File: src/rtl/mfd_pkg.sv
package mfd_pkg;
    typedef enum logic [0:0] {
        PH_ACCEPT = 1'b0,
        PH_REDUCE = 1'b1
    } phase_t;
endpackage

File: src/rtl/mfd_ctrl.sv
module mfd_ctrl
    import mfd_pkg::*;
#(
    parameter int unsigned WORD_W  = 18,
    parameter int unsigned MODULUS = 258114
) (
    input  logic              clk,
    input  logic              rst,
    input  logic              in_valid,
    input  logic [WORD_W-1:0] in_word,
    output phase_t            phase,
    output logic              step_go,
    output logic              fix_go,
    output logic              out_valid,
    output logic              err
);
    localparam logic [WORD_W-1:0] MOD_W = WORD_W'(MODULUS);

    phase_t state_q, state_d;
    logic   word_ok;
    logic   err_q, valid_q;

    assign word_ok = (in_word < MOD_W);

    always_comb begin
        state_d = state_q;
        unique case (state_q)
            PH_ACCEPT: if (in_valid && word_ok) state_d = PH_REDUCE;
            PH_REDUCE: state_d = PH_ACCEPT;
        endcase
    end

    always_ff @(posedge clk) begin
        if (rst) state_q <= PH_ACCEPT;
        else     state_q <= state_d;
    end

    always_ff @(posedge clk) begin
        if (rst) begin
            err_q   <= 1'b0;
            valid_q <= 1'b0;
        end else begin
            valid_q <= (state_q == PH_REDUCE);
            if (state_q == PH_ACCEPT && in_valid && !word_ok) err_q <= 1'b1;
        end
    end

    assign phase     = state_q;
    assign step_go   = (state_q == PH_ACCEPT) && in_valid && word_ok;
    assign fix_go    = (state_q == PH_REDUCE);
    assign out_valid = valid_q;
    assign err       = err_q;

    assert_step_latency_R2: assert property (@(posedge clk) disable iff (rst)
        step_go |-> ##2 out_valid);
    assert_single_pulse_R2: assert property (@(posedge clk) disable iff (rst)
        out_valid |=> !out_valid);
    assert_reduce_returns_R6: assert property (@(posedge clk) disable iff (rst)
        (state_q == PH_REDUCE) |=> (state_q == PH_ACCEPT));
    assert_err_sticky_R7: assert property (@(posedge clk) disable iff (rst)
        err |=> err);
    assert_bad_word_dropped_R7: assert property (@(posedge clk) disable iff (rst)
        (state_q == PH_ACCEPT && in_valid && in_word >= MOD_W) |=> (state_q == PH_ACCEPT && err));
endmodule

File: src/rtl/mfd_msg_lane.sv
module mfd_msg_lane #(
    parameter int unsigned WORD_W  = 18,
    parameter int unsigned MODULUS = 258114
) (
    input  logic              clk,
    input  logic              rst,
    input  logic              step_go,
    input  logic              fix_go,
    input  logic [WORD_W-1:0] in_word,
    input  logic [WORD_W-1:0] trk_word,
    output logic [WORD_W-1:0] msg_word
);
    localparam int unsigned SUM_W = WORD_W + 1;

    logic [SUM_W-1:0]  acc_q;
    logic              borrow_q;
    logic [WORD_W-1:0] msg_q;
    logic [SUM_W-1:0]  op_a, op_b, sum;
    logic              cin;

    // Shared adder: decumulation = word + ~trk + !borrow; fix = acc + modulus.
    always_comb begin
        if (step_go) begin
            op_a = {1'b0, in_word};
            op_b = ~{1'b0, trk_word};
            cin  = ~borrow_q;
        end else begin
            op_a = acc_q;
            op_b = SUM_W'(MODULUS);
            cin  = 1'b0;
        end
        sum = op_a + op_b + {{(SUM_W-1){1'b0}}, cin};
    end

    always_ff @(posedge clk) begin
        if (rst) begin
            acc_q    <= '0;
            borrow_q <= 1'b0;
            msg_q    <= '0;
        end else if (step_go) begin
            acc_q <= sum;
        end else if (fix_go) begin
            borrow_q <= acc_q[WORD_W];
            if (acc_q[WORD_W]) begin
                acc_q <= {1'b0, sum[WORD_W-1:0]};
                msg_q <= sum[WORD_W-1:0];
            end else begin
                msg_q <= acc_q[WORD_W-1:0];
            end
        end
    end

    assign msg_word = msg_q;

    assert_msg_range_R8: assert property (@(posedge clk) disable iff (rst)
        fix_go |=> (msg_q < WORD_W'(MODULUS)));
    assert_borrow_clean_R4: assert property (@(posedge clk) disable iff (rst)
        fix_go |=> !acc_q[WORD_W]);
    assert_msg_hold_R9: assert property (@(posedge clk) disable iff (rst)
        !fix_go |=> $stable(msg_q));
endmodule

File: src/rtl/mfd_track_lane.sv
module mfd_track_lane #(
    parameter int unsigned WORD_W  = 18,
    parameter int unsigned MODULUS = 258114,
    parameter int unsigned INIT_T  = 56247,
    parameter int unsigned INIT_B  = 111981
) (
    input  logic              clk,
    input  logic              rst,
    input  logic              step_go,
    input  logic              fix_go,
    input  logic [WORD_W-1:0] in_word,
    output logic [WORD_W-1:0] trk_word
);
    localparam int unsigned SUM_W  = WORD_W + 1;
    localparam int unsigned ADJUST = (1 << WORD_W) - MODULUS;

    logic [SUM_W-1:0]  trk_q;
    logic [WORD_W-1:0] prev_q;
    logic              carry_q;
    logic [SUM_W-1:0]  op_b, sum;
    logic              cin;

    // Shared adder: decumulation = trk + prev + carry; fix = trk + adjust.
    always_comb begin
        if (step_go) begin
            op_b = {1'b0, prev_q};
            cin  = carry_q;
        end else begin
            op_b = SUM_W'(ADJUST);
            cin  = 1'b0;
        end
        sum = trk_q + op_b + {{(SUM_W-1){1'b0}}, cin};
    end

    always_ff @(posedge clk) begin
        if (rst) begin
            trk_q   <= SUM_W'(INIT_B);
            prev_q  <= WORD_W'(INIT_T);
            carry_q <= 1'b0;
        end else if (step_go) begin
            trk_q  <= sum;
            prev_q <= in_word;
        end else if (fix_go) begin
            carry_q <= sum[WORD_W];
            if (sum[WORD_W]) trk_q <= {1'b0, sum[WORD_W-1:0]};
        end
    end

    assign trk_word = trk_q[WORD_W-1:0];

    assert_tracker_range_R5: assert property (@(posedge clk) disable iff (rst)
        fix_go |=> (trk_q < SUM_W'(MODULUS)));
    assert_prev_hold_R9: assert property (@(posedge clk) disable iff (rst)
        !step_go |=> $stable(prev_q));
endmodule

File: src/rtl/mfd_descrambler.sv
module mfd_descrambler
    import mfd_pkg::*;
#(
    parameter int unsigned WORD_W  = 18,
    parameter int unsigned MODULUS = 258114,
    parameter int unsigned INIT_T  = 56247,
    parameter int unsigned INIT_B  = 111981
) (
    input  logic              clk,
    input  logic              rst,
    input  logic              in_valid,
    input  logic [WORD_W-1:0] in_word,
    output logic              msg_valid,
    output logic [WORD_W-1:0] msg_word,
    output logic              err
);
    phase_t            phase;
    logic              step_go, fix_go;
    logic [WORD_W-1:0] trk_word;

    mfd_ctrl #(.WORD_W(WORD_W), .MODULUS(MODULUS)) u_ctrl (
        .clk(clk), .rst(rst), .in_valid(in_valid), .in_word(in_word),
        .phase(phase), .step_go(step_go), .fix_go(fix_go),
        .out_valid(msg_valid), .err(err)
    );

    mfd_msg_lane #(.WORD_W(WORD_W), .MODULUS(MODULUS)) u_msg (
        .clk(clk), .rst(rst), .step_go(step_go), .fix_go(fix_go),
        .in_word(in_word), .trk_word(trk_word), .msg_word(msg_word)
    );

    mfd_track_lane #(.WORD_W(WORD_W), .MODULUS(MODULUS),
                     .INIT_T(INIT_T), .INIT_B(INIT_B)) u_trk (
        .clk(clk), .rst(rst), .step_go(step_go), .fix_go(fix_go),
        .in_word(in_word), .trk_word(trk_word)
    );

    assert_valid_after_reduce_R2: assert property (@(posedge clk) disable iff (rst)
        (phase == PH_REDUCE) |=> msg_valid);
endmodule

File: config.mk
export PLATFORM = sky130hd
export DESIGN_NAME = mfd_descrambler
export DESIGN_NICKNAME = d
export VERILOG_FILES = /design/src/rtl/mfd_pkg.sv /design/src/rtl/mfd_ctrl.sv /design/src/rtl/mfd_msg_lane.sv /design/src/rtl/mfd_track_lane.sv /design/src/rtl/mfd_descrambler.sv
export SDC_FILE = /design/constraint.sdc
export NUM_CORES = 1
export LEC_CHECK = 0
export BUFFER_PORTS_ARGS = -buffer_cell sky130_fd_sc_hd__buf_2
export CORE_MARGIN = 2
export CORE_UTILIZATION = 51
export DETAILED_ROUTE_END_ITERATION = 12
export PLACE_DENSITY_LB_ADDON = 0.2
export SLEW_MARGIN = 20
export SYNTH_ARGS = -nofsm -noshare
export SYNTH_HDL_FRONTEND = slang
export SYNTH_HIERARCHICAL = 1
export SYNTH_SLANG_ARGS = --single-unit
File: constraint.sdc
create_clock -name clk -period 6.7 [get_ports clk]
set_clock_uncertainty 0.05 [all_clocks]
set_input_delay 0.67 -clock clk [delete_from_list [all_inputs] [get_ports clk]]
set_output_delay 0.67 -clock clk [all_outputs]
set_load 0.01 [all_outputs]
---- Word-level counts from Yosys, hierarchy flattened ----
Cells that the tools add are included.
word-level totals
  logic and storage cells ................. 44
  flip-flop bits (word level) ............. 79
  output and inout bits ................... 20
  bits of input ports ..................... 21
operators by class
  bitwise operators ....................... 4
  add/sub/neg operators ................... 4
  multiplexer cells ....................... 14
  reduce and logical (&&, ||, !) cells .... 11
  order comparisons ....................... 1
operator list
  kind                                        number
  19-bit 2-to-1 mux                           7
  18-bit 2-to-1 mux                           3
  19-bit by 1-bit adder with 19-bit output    2
  19-bit by 18-bit adder with 19-bit output   1
  19-bit adder                                1
  18-bit NOT with 19-bit output               1
  18-bit < comparator, second input constant  1
  2-bit AND reduction                         3
  2-bit nonzero test                          3
  1-bit logical AND                           4
  1-bit 2-to-1 mux                            3
  1-bit NOT                                   3
  1-bit case mux with 2 select lines          1
  1-bit zero test                             1

---- Depth between registers and ports, before layout ----
  word-level depth ........................ 9
  gate-level depth with buffers ........... 18
  mapped depth without buffers ............ 15

---- Hierarchy ----
Netlist, hierarchy kept.
modules (own cells, without submodules)
  module          instances  sequential area each (um^2)  cells an instance  area each (um^2)
  mfd_msg_lane    1          760.7                        350                2747.6
  mfd_track_lane  1          760.7                        312                2727.6
  mfd_ctrl        1          60.1                         18                 151.4

---- Least setup slack after synthesis ----
OpenSTA, ideal clock, no wires.
  kind .................................... input port to flip-flop
  start ................................... input in_word[5]
  end ..................................... register u_trk.trk_q[11]
  setup time .............................. 0.121 ns
  path buffers ............................ 3
  stages .................................. 16
  data arrival time ....................... 4.764 ns
  slack ................................... 1.765 ns
  required time ........................... 6.529 ns
  cells stage by stage .................... or4_1 o21ai_1 a31oi_1 nor2_1 clkbuf_1 buf_1 nand2b_1 ha_1 a211o_1 a31o_2 nand3_2 a21oi_2 or3_4 a221o_1 buf_6 mux2_4
between the ends
  cells in the longest elaborated chain, start to end .. 8
  elaborated cells between the ends (all ways) .. 12
  those cells by class .................... 2 x add/sub; 1 x order compare; 5 x mux; 4 x reduce/logical
RTL lines
  what                                       RTL line               RTL
  start, declared                            mfd_descrambler.sv:12  input logic [WORD_W-1:0] in_word,
  18-bit < comparator *                      mfd_ctrl.sv:23         assign word_ok = (in_word < MOD_W);
  1-bit logical AND *                        mfd_ctrl.sv:49         assign step_go = (state_q == PH_ACCEPT) && in_valid && word_ok;
  named net step_go                          mfd_descrambler.sv:18  logic step_go, fix_go;
  18-bit 2-to-1 mux                          mfd_track_lane.sv:25   if (step_go) begin
  19-bit by 18-bit adder with 19-bit output  mfd_track_lane.sv:32   sum = trk_q + op_b + {{(SUM_W-1){1'b0}}, cin};
  19-bit by 1-bit adder with 19-bit output   mfd_track_lane.sv:32
  19-bit 2-to-1 mux                          mfd_track_lane.sv:45   if (sum[WORD_W]) trk_q <= {1'b0, sum[WORD_W-1:0]};
  19-bit 2-to-1 mux                          mfd_track_lane.sv:43   end else if (fix_go) begin
  19-bit 2-to-1 mux                          mfd_track_lane.sv:40   end else if (step_go) begin
  end signal, assigned                       mfd_track_lane.sv:37   trk_q <= SUM_W'(INIT_B);
  end signal, assigned                       mfd_track_lane.sv:41   trk_q <= sum;
  end signal, assigned                       mfd_track_lane.sv:45
  end, declared                              mfd_track_lane.sv:17   logic [SUM_W-1:0] trk_q;
Mark *: on every way through the listed nets, which the timed path passes. The rest lies on a longest branch. The select of a mux whose other input is x is not followed.
A chain may end at the register's enable or synchronous reset.

---- Worst setup path in the final report ----
  start ................................... input in_word[5]
  end ..................................... register u_msg.msg_q[8], in the netlist u_msg/msg_word[8]
between the ends
  cells in the longest elaborated chain, start to end .. 6
  elaborated cells between the ends (all ways) .. 10
  those cells by class .................... 2 x add/sub; 1 x order compare; 4 x mux; 1 x bitwise; 2 x reduce/logical
RTL lines
  what                                      RTL line               RTL
  18-bit < comparator *                     mfd_ctrl.sv:23
  1-bit logical AND *                       mfd_ctrl.sv:49
  named net step_go                         mfd_descrambler.sv:18
  19-bit 2-to-1 mux                         mfd_msg_lane.sv:23     if (step_go) begin
  19-bit adder                              mfd_msg_lane.sv:32     sum = op_a + op_b + {{(SUM_W-1){1'b0}}, cin};
  19-bit by 1-bit adder with 19-bit output  mfd_msg_lane.sv:32
  18-bit 2-to-1 mux                         mfd_msg_lane.sv:44     if (acc_q[WORD_W]) begin
  end signal, assigned                      mfd_msg_lane.sv:46     msg_q <= sum[WORD_W-1:0];
  end signal, assigned                      mfd_msg_lane.sv:48     msg_q <= acc_q[WORD_W-1:0];
  end, declared                             mfd_msg_lane.sv:17     logic [WORD_W-1:0] msg_q;
Mark *: on every way through the listed nets, which the timed path passes. The rest lies on a longest branch.

==> summary.log <==
[clock_network] buffer cell driving the clock tree root clkbuf_8
[cells_and_area] most frequent standard cell in the layout excluding fill and tap cells dfxtp_1
[clock_network] # clock sinks 79
[logic_synthesis] Ys Warns 6
[sta] Setup-failing EPs final 0
[global_route] total congestion overflow 0
[cells_and_area] Area Overhead vs Synth 5.97%
[clock_network] TritonCTS clock tree done
[clock_network] Clock Pin Slew Worst Setup and Hold Paths 90 ps
[sta] max frequency 215 MHz
[power] overall power consumption 0.00189 W
[placed_design] DP Wirelength 9500 um
[clock_network] largest buffer count on any clock path 2
[die] starting utilization of the core area 0.521
[power] Max rail drop VDD 0.000137 V
[hold_path] class of the tightest hold or removal check reg -> reg
[critical_path] WP data required 6930 ps
[clock_network] total CTS buffers 9
[route] antenna-violating nets left 0
[sta] final-report hold violation count 0
[route] detailed-route wire length per cell 15.8 um
[die] area enclosed by the die boundary 0.0119 sq mm
[clock_network] worst skew pair latency 370 ps
[route] remaining design rule violation count 0
[die] Die Height 109 um
[critical_path] crit-path max FO 88
[route] final wirelength 13000 um
[cells_and_area] leading cell types in the layout, fill and taps excluded 79 x dfxtp_1, 69 x nor2_1, 60 x nand2_1
[critical_path] arrival time of the worst setup path 4880 ps
[clock_network] count of instances resized after the clock tree is built 0
[die] row cnt 38
[global_route] initial antenna violation count 0
[sta] time the final worst path needs with I/O delays and setup 4650 ps
[critical_path] startpoint type of the worst setup path input pin
[placed_design] weighted congestion reported at the end of routability-driven placement 0.915
[route] number of iterations in the first detailed-routing pass 5
[clock_network] Hold Buf Count CTS 0
[cells_and_area] Total Nets Final 736
[global_route] All-Layer GR Usage 0.226
[clock_network] depth of the CTS H-tree 3
[placed_design] number of buffer cells added on primary ports 40
[critical_path] start-to-end type of the worst setup path in -> reg
[sta] Rel. slew slack 0.259
[global_route] pin count of the biggest net entering global routing 89
[power] Power per Cell Area 318 mW/mm^2
[logic_synthesis] area of the mapped netlist 0.00562 sq mm
[die] floorplan core area 0.0108 sq mm
[route] via count 4675
[sta] Setup TNS Final 0 ps
[placed_design] placed instance count 806
[power] leakage dissipation 2.48 nW
[outcome] run status finished, final reports clean
[die] Chip Width 109 um
[sta] unrepaired setup endpoints after global routing no
[logic_synthesis] net count after synthesis 738
[logic_synthesis] Avg Cell Area, Syn 8.28 sq um
[cells_and_area] fraction of layout cells with a size suffix above 1 0.151
[cells_and_area] final non-filler cell total 822
[critical_path] endpoint class of the critical path flop
[cells_and_area] count of filler cells inserted in the layout 1006
[route] number of DRC markers after the initial detailed-route iteration 304
[global_route] wire length of the first global-routing pass 20900 um
[sta] final max-slew violation count 0
[logic_synthesis] synthesized instance count 679
[sta] period utilization 0.693
[sta] slew at the pin closest to its max-slew limit 1110 ps
[global_route] via count of the first global-routing pass 4341
[route] Vias/cell 5.69
[run] max-cap violation count 0
[cells_and_area] count of inserted antenna diode cells 0
[clock_network] post-CTS setup buffers 0
[die] Boundary Pins 41
==> per-layer routing <==
metal	track usage	up-vias	routed length (um)
met1	0.290	2172	6140
met3	0.0383	17	506
li1	-	2380	-
met5	0	-	0
met4	0.0980	0	239
met2	0.374	106	6080
==> power breakdown <==
part	leakage (nW)	switching (W)	internal (W)
Sequential	0.650	0.0000693	0.000539
Clock	0.114	0.000194	0.000211
Combinational	1.72	0.000489	0.000391
Total	2.48	0.000752	0.00114
==> registers in the layout, summed over array words and instances, names as in the netlist <==
register / cells
u_ctrl/err: 1
u_ctrl/fix_go: 1
u_ctrl/out_valid: 1
u_msg/acc_q: 19
u_msg/borrow_q: 1
u_msg/msg_word: 18
u_trk/carry_q: 1
u_trk/prev_q: 18
u_trk/trk_q: 19
==> layout make-up <==
class | instances | area (sq um) | area share
clock inverters | 7 | 96.3 | 0.0162
well taps | 140 | 175 | 0.0294
clock buffers | 9 | 124 | 0.0208
flip-flops and latches | 79 | 1580 | 0.266
repair buffers | 44 | 243 | 0.0408
inverters | 12 | 45.0 | 0.00756
multi-input cells | 531 | 3690 | 0.620
==> through the flow <==
stage | worst slack [ps] | instance area, sq um | hold slack [ps] | util
after detailed placement | 1530 | 5730 | 399 | 0.531
after floorplan | 1760 | 5620 | 387 | -
after CTS | 1920 | 5950 | 409 | 0.552
after global placement | 1700 | 5730 | 392 | 0.531
final | 2050 | 5950 | 406 | 0.552
after global routing | 1790 | 5950 | 431 | 0.552
==> path summary, 6_finish.rpt <==
path	startpoint	to	slack, ps	cells after the start
setup / recovery	in_word[5]	u_msg/msg_word[8]	2050	16
hold / removal	u_msg/msg_word[1]	u_msg/msg_word[1]	410	2
setup reg to reg	u_ctrl/fix_go	u_msg/msg_word[8]	2560	13
hold reg to reg	u_msg/msg_word[1]	u_msg/msg_word[1]	410	2
==> critical path, cell delays in order <==
cell and delay [ps]:
buf_2 110, or4_1 530, o21ai_1 150, a31oi_1 200, nor2_4 280, buf_12 360, mux2_2 400, fa_1 440
inv_1 80, fa_1 250, nor2b_4 50, o31a_1 320, o32a_1 360, xor2_1 200, mux2i_1 120, a211oi_1 320
Note: power is estimated with default switching activity, not from simulation.
